File: config.mk
export PLATFORM = sky130hd
export DESIGN_NAME = gpio_port_ctrl
export DESIGN_NICKNAME = d
export VERILOG_FILES = /design/src/rtl/gpio_port_pkg.sv /design/src/rtl/gpio_port_use_fsm.sv /design/src/rtl/gpio_port_regs.sv /design/src/rtl/gpio_port_pin_mux.sv /design/src/rtl/gpio_port_ctrl.sv
export SDC_FILE = /design/constraint.sdc
export NUM_CORES = 1
export LEC_CHECK = 0
export ABC_CLOCK_PERIOD_IN_PS = 3010
export BUFFER_PORTS_ARGS = -buffer_cell sky130_fd_sc_hd__clkbuf_2
export CORE_UTILIZATION = 49
export CTS_CLUSTER_SIZE = 24
export DETAILED_ROUTE_END_ITERATION = 8
export HOLD_SLACK_MARGIN = 0.1
export PLACE_DENSITY = 0.93
export REMOVE_ABC_BUFFERS = 1
export SLEW_MARGIN = 15
export SYNTH_ARGS = -nofsm -noshare
export SYNTH_HDL_FRONTEND = slang
export SYNTH_SLANG_ARGS = --single-unit
File: constraint.sdc
create_clock -name clk -period 3.01 [get_ports clk]
set_input_delay 0.4515 -clock clk [delete_from_list [all_inputs] [get_ports clk]]
set_output_delay 0.4515 -clock clk [all_outputs]
set_load 0.02 [all_outputs]
File: src/rtl/gpio_port_pkg.sv
package gpio_port_pkg;

    localparam int MODE_W     = 4;
    localparam int REG_ADDR_W = 2;
    localparam int LP_W       = 2;

    localparam logic [REG_ADDR_W-1:0] ADDR_DATA = 2'd0;
    localparam logic [REG_ADDR_W-1:0] ADDR_DIR  = 2'd1;
    localparam logic [REG_ADDR_W-1:0] ADDR_PULL = 2'd2;

    localparam logic [LP_W-1:0] LP_HW_STBY = 2'b10;

    typedef enum logic {
        USE_GPIO = 1'b0,
        USE_BUS  = 1'b1
    } port_use_e;

    // Modes in which the external bus may claim the port as its upper data byte
    function automatic logic mode_bus_capable(input logic [MODE_W-1:0] m);
        case (m)
            4'd1, 4'd2, 4'd4, 4'd5, 4'd6: mode_bus_capable = 1'b1;
            default:                      mode_bus_capable = 1'b0;
        endcase
    endfunction

endpackage

File: src/rtl/gpio_port_use_fsm.sv
module gpio_port_use_fsm
    import gpio_port_pkg::*;
(
    input  logic              clk,
    input  logic              rst_n,
    input  logic [MODE_W-1:0] op_mode,
    input  logic              bus_wide,
    output logic              bus_owned
);

    port_use_e state_q, state_d;
    logic      want_bus;

    assign want_bus = mode_bus_capable(op_mode) && bus_wide;

    // Next state: TAKE_BUS / RELEASE_BUS
    always_comb begin
        state_d = state_q;
        unique case (state_q)
            USE_GPIO: if (want_bus)  state_d = USE_BUS;
            USE_BUS:  if (!want_bus) state_d = USE_GPIO;
        endcase
    end

    always_ff @(posedge clk or negedge rst_n) begin
        if (!rst_n) state_q <= USE_GPIO;
        else        state_q <= state_d;
    end

    always_comb begin
        bus_owned = (state_q == USE_BUS);
    end

endmodule

File: src/rtl/gpio_port_regs.sv
module gpio_port_regs
    import gpio_port_pkg::*;
#(
    parameter int WIDTH = 8
) (
    input  logic                  clk,
    input  logic                  rst_n,
    input  logic                  man_rst,
    input  logic                  hw_stby,
    input  logic                  reg_we,
    input  logic [REG_ADDR_W-1:0] reg_addr,
    input  logic [WIDTH-1:0]      reg_wdata,
    input  logic [WIDTH-1:0]      pin_in,
    output logic [WIDTH-1:0]      reg_rdata,
    output logic [WIDTH-1:0]      dir_q,
    output logic [WIDTH-1:0]      dat_q,
    output logic [WIDTH-1:0]      pull_q
);

    // Direction and data: cleared by either reset
    always_ff @(posedge clk or negedge rst_n) begin
        if (!rst_n) begin
            dir_q <= '0;
            dat_q <= '0;
        end else if (man_rst) begin
            dir_q <= '0;
            dat_q <= '0;
        end else if (reg_we) begin
            if (reg_addr == ADDR_DIR)  dir_q <= reg_wdata;
            if (reg_addr == ADDR_DATA) dat_q <= reg_wdata;
        end
    end

    // Pull-up control: cleared by power-on reset and hardware standby only
    always_ff @(posedge clk or negedge rst_n) begin
        if (!rst_n) begin
            pull_q <= '0;
        end else if (hw_stby) begin
            pull_q <= '0;
        end else if (reg_we && !man_rst && reg_addr == ADDR_PULL) begin
            pull_q <= reg_wdata;
        end
    end

    always_comb begin
        case (reg_addr)
            ADDR_DATA: reg_rdata = (dir_q & dat_q) | (~dir_q & pin_in);
            ADDR_DIR:  reg_rdata = dir_q;
            ADDR_PULL: reg_rdata = pull_q;
            default:   reg_rdata = '0;
        endcase
    end

endmodule

File: src/rtl/gpio_port_pin_mux.sv
module gpio_port_pin_mux #(
    parameter int WIDTH = 8
) (
    input  logic             bus_owned,
    input  logic [WIDTH-1:0] dir_q,
    input  logic [WIDTH-1:0] dat_q,
    input  logic [WIDTH-1:0] pull_q,
    input  logic             bus_oe,
    input  logic [WIDTH-1:0] bus_wdata,
    output logic [WIDTH-1:0] pin_oe,
    output logic [WIDTH-1:0] pin_out,
    output logic [WIDTH-1:0] pin_pu
);

    for (genvar i = 0; i < WIDTH; i++) begin : g_pin
        assign pin_oe[i]  = bus_owned ? bus_oe       : dir_q[i];
        assign pin_out[i] = bus_owned ? bus_wdata[i] : dat_q[i];
        assign pin_pu[i]  = !bus_owned && pull_q[i] && !dir_q[i];
    end

endmodule

File: src/rtl/gpio_port_ctrl.sv
module gpio_port_ctrl
    import gpio_port_pkg::*;
#(
    parameter int WIDTH = 8
) (
    input  logic                  clk,
    input  logic                  rst_n,
    input  logic                  man_rst,
    input  logic [LP_W-1:0]       lp_state,
    input  logic [MODE_W-1:0]     op_mode,
    input  logic                  bus_wide,
    input  logic                  reg_we,
    input  logic [REG_ADDR_W-1:0] reg_addr,
    input  logic [WIDTH-1:0]      reg_wdata,
    output logic [WIDTH-1:0]      reg_rdata,
    input  logic [WIDTH-1:0]      pin_in,
    output logic [WIDTH-1:0]      pin_oe,
    output logic [WIDTH-1:0]      pin_out,
    output logic [WIDTH-1:0]      pin_pu,
    input  logic                  bus_oe,
    input  logic [WIDTH-1:0]      bus_wdata,
    output logic [WIDTH-1:0]      bus_rdata
);

    logic             bus_owned;
    logic             hw_stby;
    logic [WIDTH-1:0] dir_q, dat_q, pull_q;

    assign hw_stby   = (lp_state == LP_HW_STBY);
    assign bus_rdata = pin_in;

    gpio_port_use_fsm u_fsm (
        .clk       (clk),
        .rst_n     (rst_n),
        .op_mode   (op_mode),
        .bus_wide  (bus_wide),
        .bus_owned (bus_owned)
    );

    gpio_port_regs #(.WIDTH(WIDTH)) u_regs (
        .clk       (clk),
        .rst_n     (rst_n),
        .man_rst   (man_rst),
        .hw_stby   (hw_stby),
        .reg_we    (reg_we),
        .reg_addr  (reg_addr),
        .reg_wdata (reg_wdata),
        .pin_in    (pin_in),
        .reg_rdata (reg_rdata),
        .dir_q     (dir_q),
        .dat_q     (dat_q),
        .pull_q    (pull_q)
    );

    gpio_port_pin_mux #(.WIDTH(WIDTH)) u_mux (
        .bus_owned (bus_owned),
        .dir_q     (dir_q),
        .dat_q     (dat_q),
        .pull_q    (pull_q),
        .bus_oe    (bus_oe),
        .bus_wdata (bus_wdata),
        .pin_oe    (pin_oe),
        .pin_out   (pin_out),
        .pin_pu    (pin_pu)
    );

endmodule

After elaboration in Yosys (flattened, before gate mapping)
Index checks and enable logic that the tools add are counted.
- flip-flop bits (word level): 25
- bits of input ports: 38
- output and inout bits: 40
- logic and storage cells: 80
- equality and inequality tests: 8
- multiplexer cells: 27
- bitwise logic cells: 4
- reduce and logical (&&, ||, !) cells: 37
- operators by type and width (kind ; number):
    8-bit two-way mux ; 8
    8-bit case mux with 3 select lines ; 1
    1-bit logical AND ; 19
    1-bit two-way mux ; 18
    8-bit bitwise AND ; 2
    4-bit by 3-bit equality test with 1-bit output (second input constant) ; 3
    1-bit zero test ; 10
    8-bit inverter ; 1
    8-bit bitwise OR ; 1
    2-bit nonzero test ; 4
    5-bit OR reduction ; 1
    2-bit equality test (second input constant) ; 2
    4-bit by 1-bit equality test with 1-bit output (second input constant) ; 1
    4-bit by 2-bit equality test with 1-bit output (second input constant) ; 1
    2-bit AND reduction ; 2
    2-bit by 1-bit equality test with 1-bit output (second input constant) ; 1
    2-bit zero test ; 1

Longest topological paths before layout
- word-level depth: 5
- gate-level depth with buffers: 5
- depth with buffers taken out: 3

By module
A second synthesis with hierarchy kept.
- cell total of the unflattened synthesis: 176
- area, all modules: 1662.8 µm²
- modules (own cells, without submodules) (module ; times used ; cells an instance ; area each (µm²) ; seq. area each (µm²)):
    gpio_port_regs ; 1 ; 136 ; 1212.4 ; 600.6
    gpio_port_pin_mux ; 1 ; 27 ; 327.8 ; 0.0
    gpio_port_ctrl ; 1 ; 9 ; 73.8 ; 0.0
    gpio_port_use_fsm ; 1 ; 4 ; 48.8 ; 25.0

Least setup slack after synthesis
OpenSTA, ideal clock, no wires.
- kind: reg-to-output
- from: register u_fsm.state_q (netlist: u_fsm.bus_owned)
- to: output pin_pu[0]
- data arrival time: 1212 ps
- required time: 2558 ps
- setup slack: 1346 ps
- cell stages (with the launch flop): 4
- path buffers: 2
- cell sequence: dfrtp_1 -> buf_2 -> clkbuf_1 -> nor3b_1
- word-level cells in the longest chain between the ends: 3
- ends and longest elaborated chain (what ; line ; text):
    from (decl) ; gpio_port_use_fsm.sv:11 ; port_use_e state_q, state_d;
    from (signal assigned) ; gpio_port_use_fsm.sv:27 ; else state_q <= state_d;
    1-bit zero test ; gpio_port_pin_mux.sv:18 ; assign pin_pu[i] = !bus_owned && pull_q[i] && !dir_q[i];
    1-bit logical AND (2 in a row) ; gpio_port_pin_mux.sv:18 ;
    to (decl) ; gpio_port_ctrl.sv:19 ; output logic [WIDTH-1:0] pin_pu,
No other way between the ends.

Worst setup path in the final report
- from: register u_fsm.state_q (netlist: u_fsm.bus_owned)
- to: output pin_out[5]
- word-level cells in the longest chain between the ends: 1
- ends and longest elaborated chain (what ; line ; text):
    1-bit two-way mux ; gpio_port_pin_mux.sv:17 ; assign pin_out[i] = bus_owned ? bus_wdata[i] : dat_q[i];
    to (decl) ; gpio_port_ctrl.sv:18 ; output logic [WIDTH-1:0] pin_out,
No other way between the ends.

==> out/metrics.csv <==
metric;value;unit
die span in x;58.84;µm
Crit Path Class;reg -> out;
Unique masters post-synth;23;
CP peak stage delay;0.65;ns
Initial Util;51.84;%
FF+latch count, synth;25;
TritonCTS clock tree;done;
row count;20;
Post-route DRC;0;
number of enable flip-flop cells after synthesis;0;
top_reg_cell synth;dfrtp_1;
Least-Margin Pin Slew;0.7205;ns
Die ar.;3462;µm²
Switch Pwr;229.0;µW
grt total ovfl;0;
die height;58.84;µm
commonest non-fill, non-tap cell in the layout;clkbuf_2;
switch share;32.53;%
CP Capture Type;output pin;
crit-path max FO;13;
minimum hold slack;0.1102;ns
final instance area;1936;µm²
clk root buf;clkbuf_4;
combinational cell fraction of total power;26.7;%
Hold Vio Cnt, Final;0;
Max Root-Sink Buffers;2;
Slew headroom;51.79;%
IO Pins;78;
post-synth top area share;39.53;%
Via density;5.318;
Routed WL per cell;13.87;µm
first-pass GRT wire length;6.306;mm
top cells by area, synth;dfrtp_1 (40%), nand2_1 (7.8%), mux2_2 (5.7%);
nets@finish;287;
TritonCTS Buffers;3;
Int Power;474.8;µW
status;finished, final reports clean;
P&R area growth vs syn;22.29;%
Buf/Inv on CP;2;
post-synth top area cell;dfrtp_1;
htree depth;1;
Final period util;73.71;%
Core ar.;3053;µm²
RSZ-0062 raised after global routing;false;
Max stage delay cell, worst path;dfrtp_1;
CP Data Required Time;2.56;ns
Fill cells;280;
antenna violations before repair;0;
DP Cell Count;288;
Mapped Area;1583;µm²
Max-Cap Viols;0;
Total GRT Usage;24.70;%
final core utilization;63.40;%
CTS sink cnt;25;
Syn Inst Count;185;
clock power share;21.7;%
setup_tns;0;ns
Hold-fix buffers, CTS;0;
Final setup viols;0;
Clk pin slew, worst setup/hold paths;0.13;ns
DR iter-0 viols;46;
Max Clock Freq;450.7;MHz
yosys warns;0;
largest net degree at the start of global routing;26;
Synth Area per Inst;8.556;µm²
DRT Wirelength;4.051;mm
asr flop ratio synth;100.0;%
GP Congestion;0.8485;
min cycle time layout;2.219;ns
most frequent cells in the layout;clkbuf_2 (77), nand2_1 (33), dfrtp_1 (25);
sequential share of power;51.6;%
Post-CTS Setup Inserts;0;
vias;1553;
VDD IR-drop max;0.1793;mV
startpoint types;register;
sequential area share after synthesis;39.53;%
RR Startpoint;u_regs.pull_q[4];
PwrDens;363.6;nW/µm²
Port Buffers;77;
DP Area;1909;µm²
latest clock arrival within the worst-skew pair;0.32;ns
Non-Filler Instances;292;
Antenna Violating Nets Remaining;0;
Layout Skew;0;ns
max-slew violations;0;
ratio of cells with drive above 1 in the final layout;37.50;%
CP top delay family;flip-flops;
HP Class;in -> async;
first-pass detailed-route iteration total;4;
crit path cell chain;buf_4 > mux2_2 > clkbuf_2;
Ant. Diodes;0;
Worst Setup SP;u_fsm.bus_owned;
vias in the first global route;1415;
critical path arrival;1.77;ns
Pleak;0.0009648;µW
dpl hpwl;2.844;mm
PostCTS Resize Cnt;0;
==> worst paths after layout <==
kind | end | slack [ns] | depth (start not counted)
worst max-delay path | pin_out[5] | 0.79 | 3
worst min-delay path | u_regs.dir_q[6] | 0.11 | 1
worst max register to register | u_regs.pull_q[4] | 2.26 | 2
worst min register to register | u_regs.dat_q[0] | 0.56 | 2
max in group asynchronous | u_regs.pull_q[3] | 2.48 | 1
min in group clk | u_fsm.bus_owned | 0.28 | 2
==> state kept, by name, indices dropped and copies added (netlist names) <==
name / count
u_regs.dir_q: 8
u_regs.dat_q: 8
u_fsm.bus_owned: 1
u_regs.pull_q: 8
==> stage by stage <==
| stage | setup WS, ns | power (µW) |
|---|---|---|
| 3_5_place_dp | 0.8667 | 557.0 |
| 3_3_place_gp | 0.8502 | 553.2 |
| 4_1_cts | 0.7587 | 708.3 |
| 6_report | 0.7913 | 703.8 |
| 2_1_floorplan | 1.387 | 461.2 |
| 5_1_grt | 0.6702 | 739.8 |
==> Yosys cell counts (2+ instances only) <==
| cell type | count |
|---|---|
| o21ai_0 | 8 |
| nor3_1 | 9 |
| clkbuf_1 | 4 |
| buf_4 | 9 |
| a221o_1 | 8 |
| buf_2 | 4 |
| nand2_1 | 33 |
| nor2_1 | 17 |
| nor3b_1 | 8 |
| buf_6 | 2 |
| nor2b_1 | 10 |
| inv_1 | 9 |
| mux2_2 | 8 |
| a21oi_1 | 16 |
| mux2i_1 | 8 |
| dfrtp_1 | 25 |
==> power groups by stage <==
stage / Combinational (µW) / Sequential (µW) / Clock, µW
global route: 205 / 366 / 169
finish: 188 / 363 / 153
CTS: 188 / 363 / 157
detailed placement: 188 / 370 / 0
floorplan: 94.6 / 367 / 0
global placement: 184 / 369 / 0
==> layout make-up <==
| class | instances | area, µm² | area share, % |
|---|---|---|---|
| clock buffers | 4 | 26.28 | 1.357 |
| inverters | 9 | 33.78 | 1.745 |
| multi-input cells | 131 | 794.5 | 41.05 |
| flip-flops and latches | 25 | 625.6 | 32.32 |
| well taps | 44 | 55.05 | 2.844 |
| repair buffers | 79 | 400.4 | 20.69 |
==> worst register-to-register path, stage by stage, from the launching register on <==
cell,delay [ns]
dfrtp_1,0.43
mux2i_1,0.13
nor2_1,0.06
==> per-layer routing <==
metal | global-route usage [%] | vias up | wire length, µm
li1 | - | 750 | -
met1 | 30.17 | 721 | 1657
met2 | 43.34 | 77 | 2032
met3 | 4.396 | 5 | 309
met4 | 9.184 | 0 | 51
met5 | 0 | - | 0
==> logic make-up (layout without fill, tap and decap cells) <==
logic type | count (synthesis) | in the layout | share of synthesized area, %
AO/OA/AOI/OAI | 33 | 33 | 13.20
buffers and inverters | 29 | 92 | 10.28
flip-flops | 25 | 25 | 39.53
multiplexers | 16 | 16 | 10.75
AND/OR/NAND/NOR | 82 | 82 | 26.25
Power figures use the tool's default switching activity.
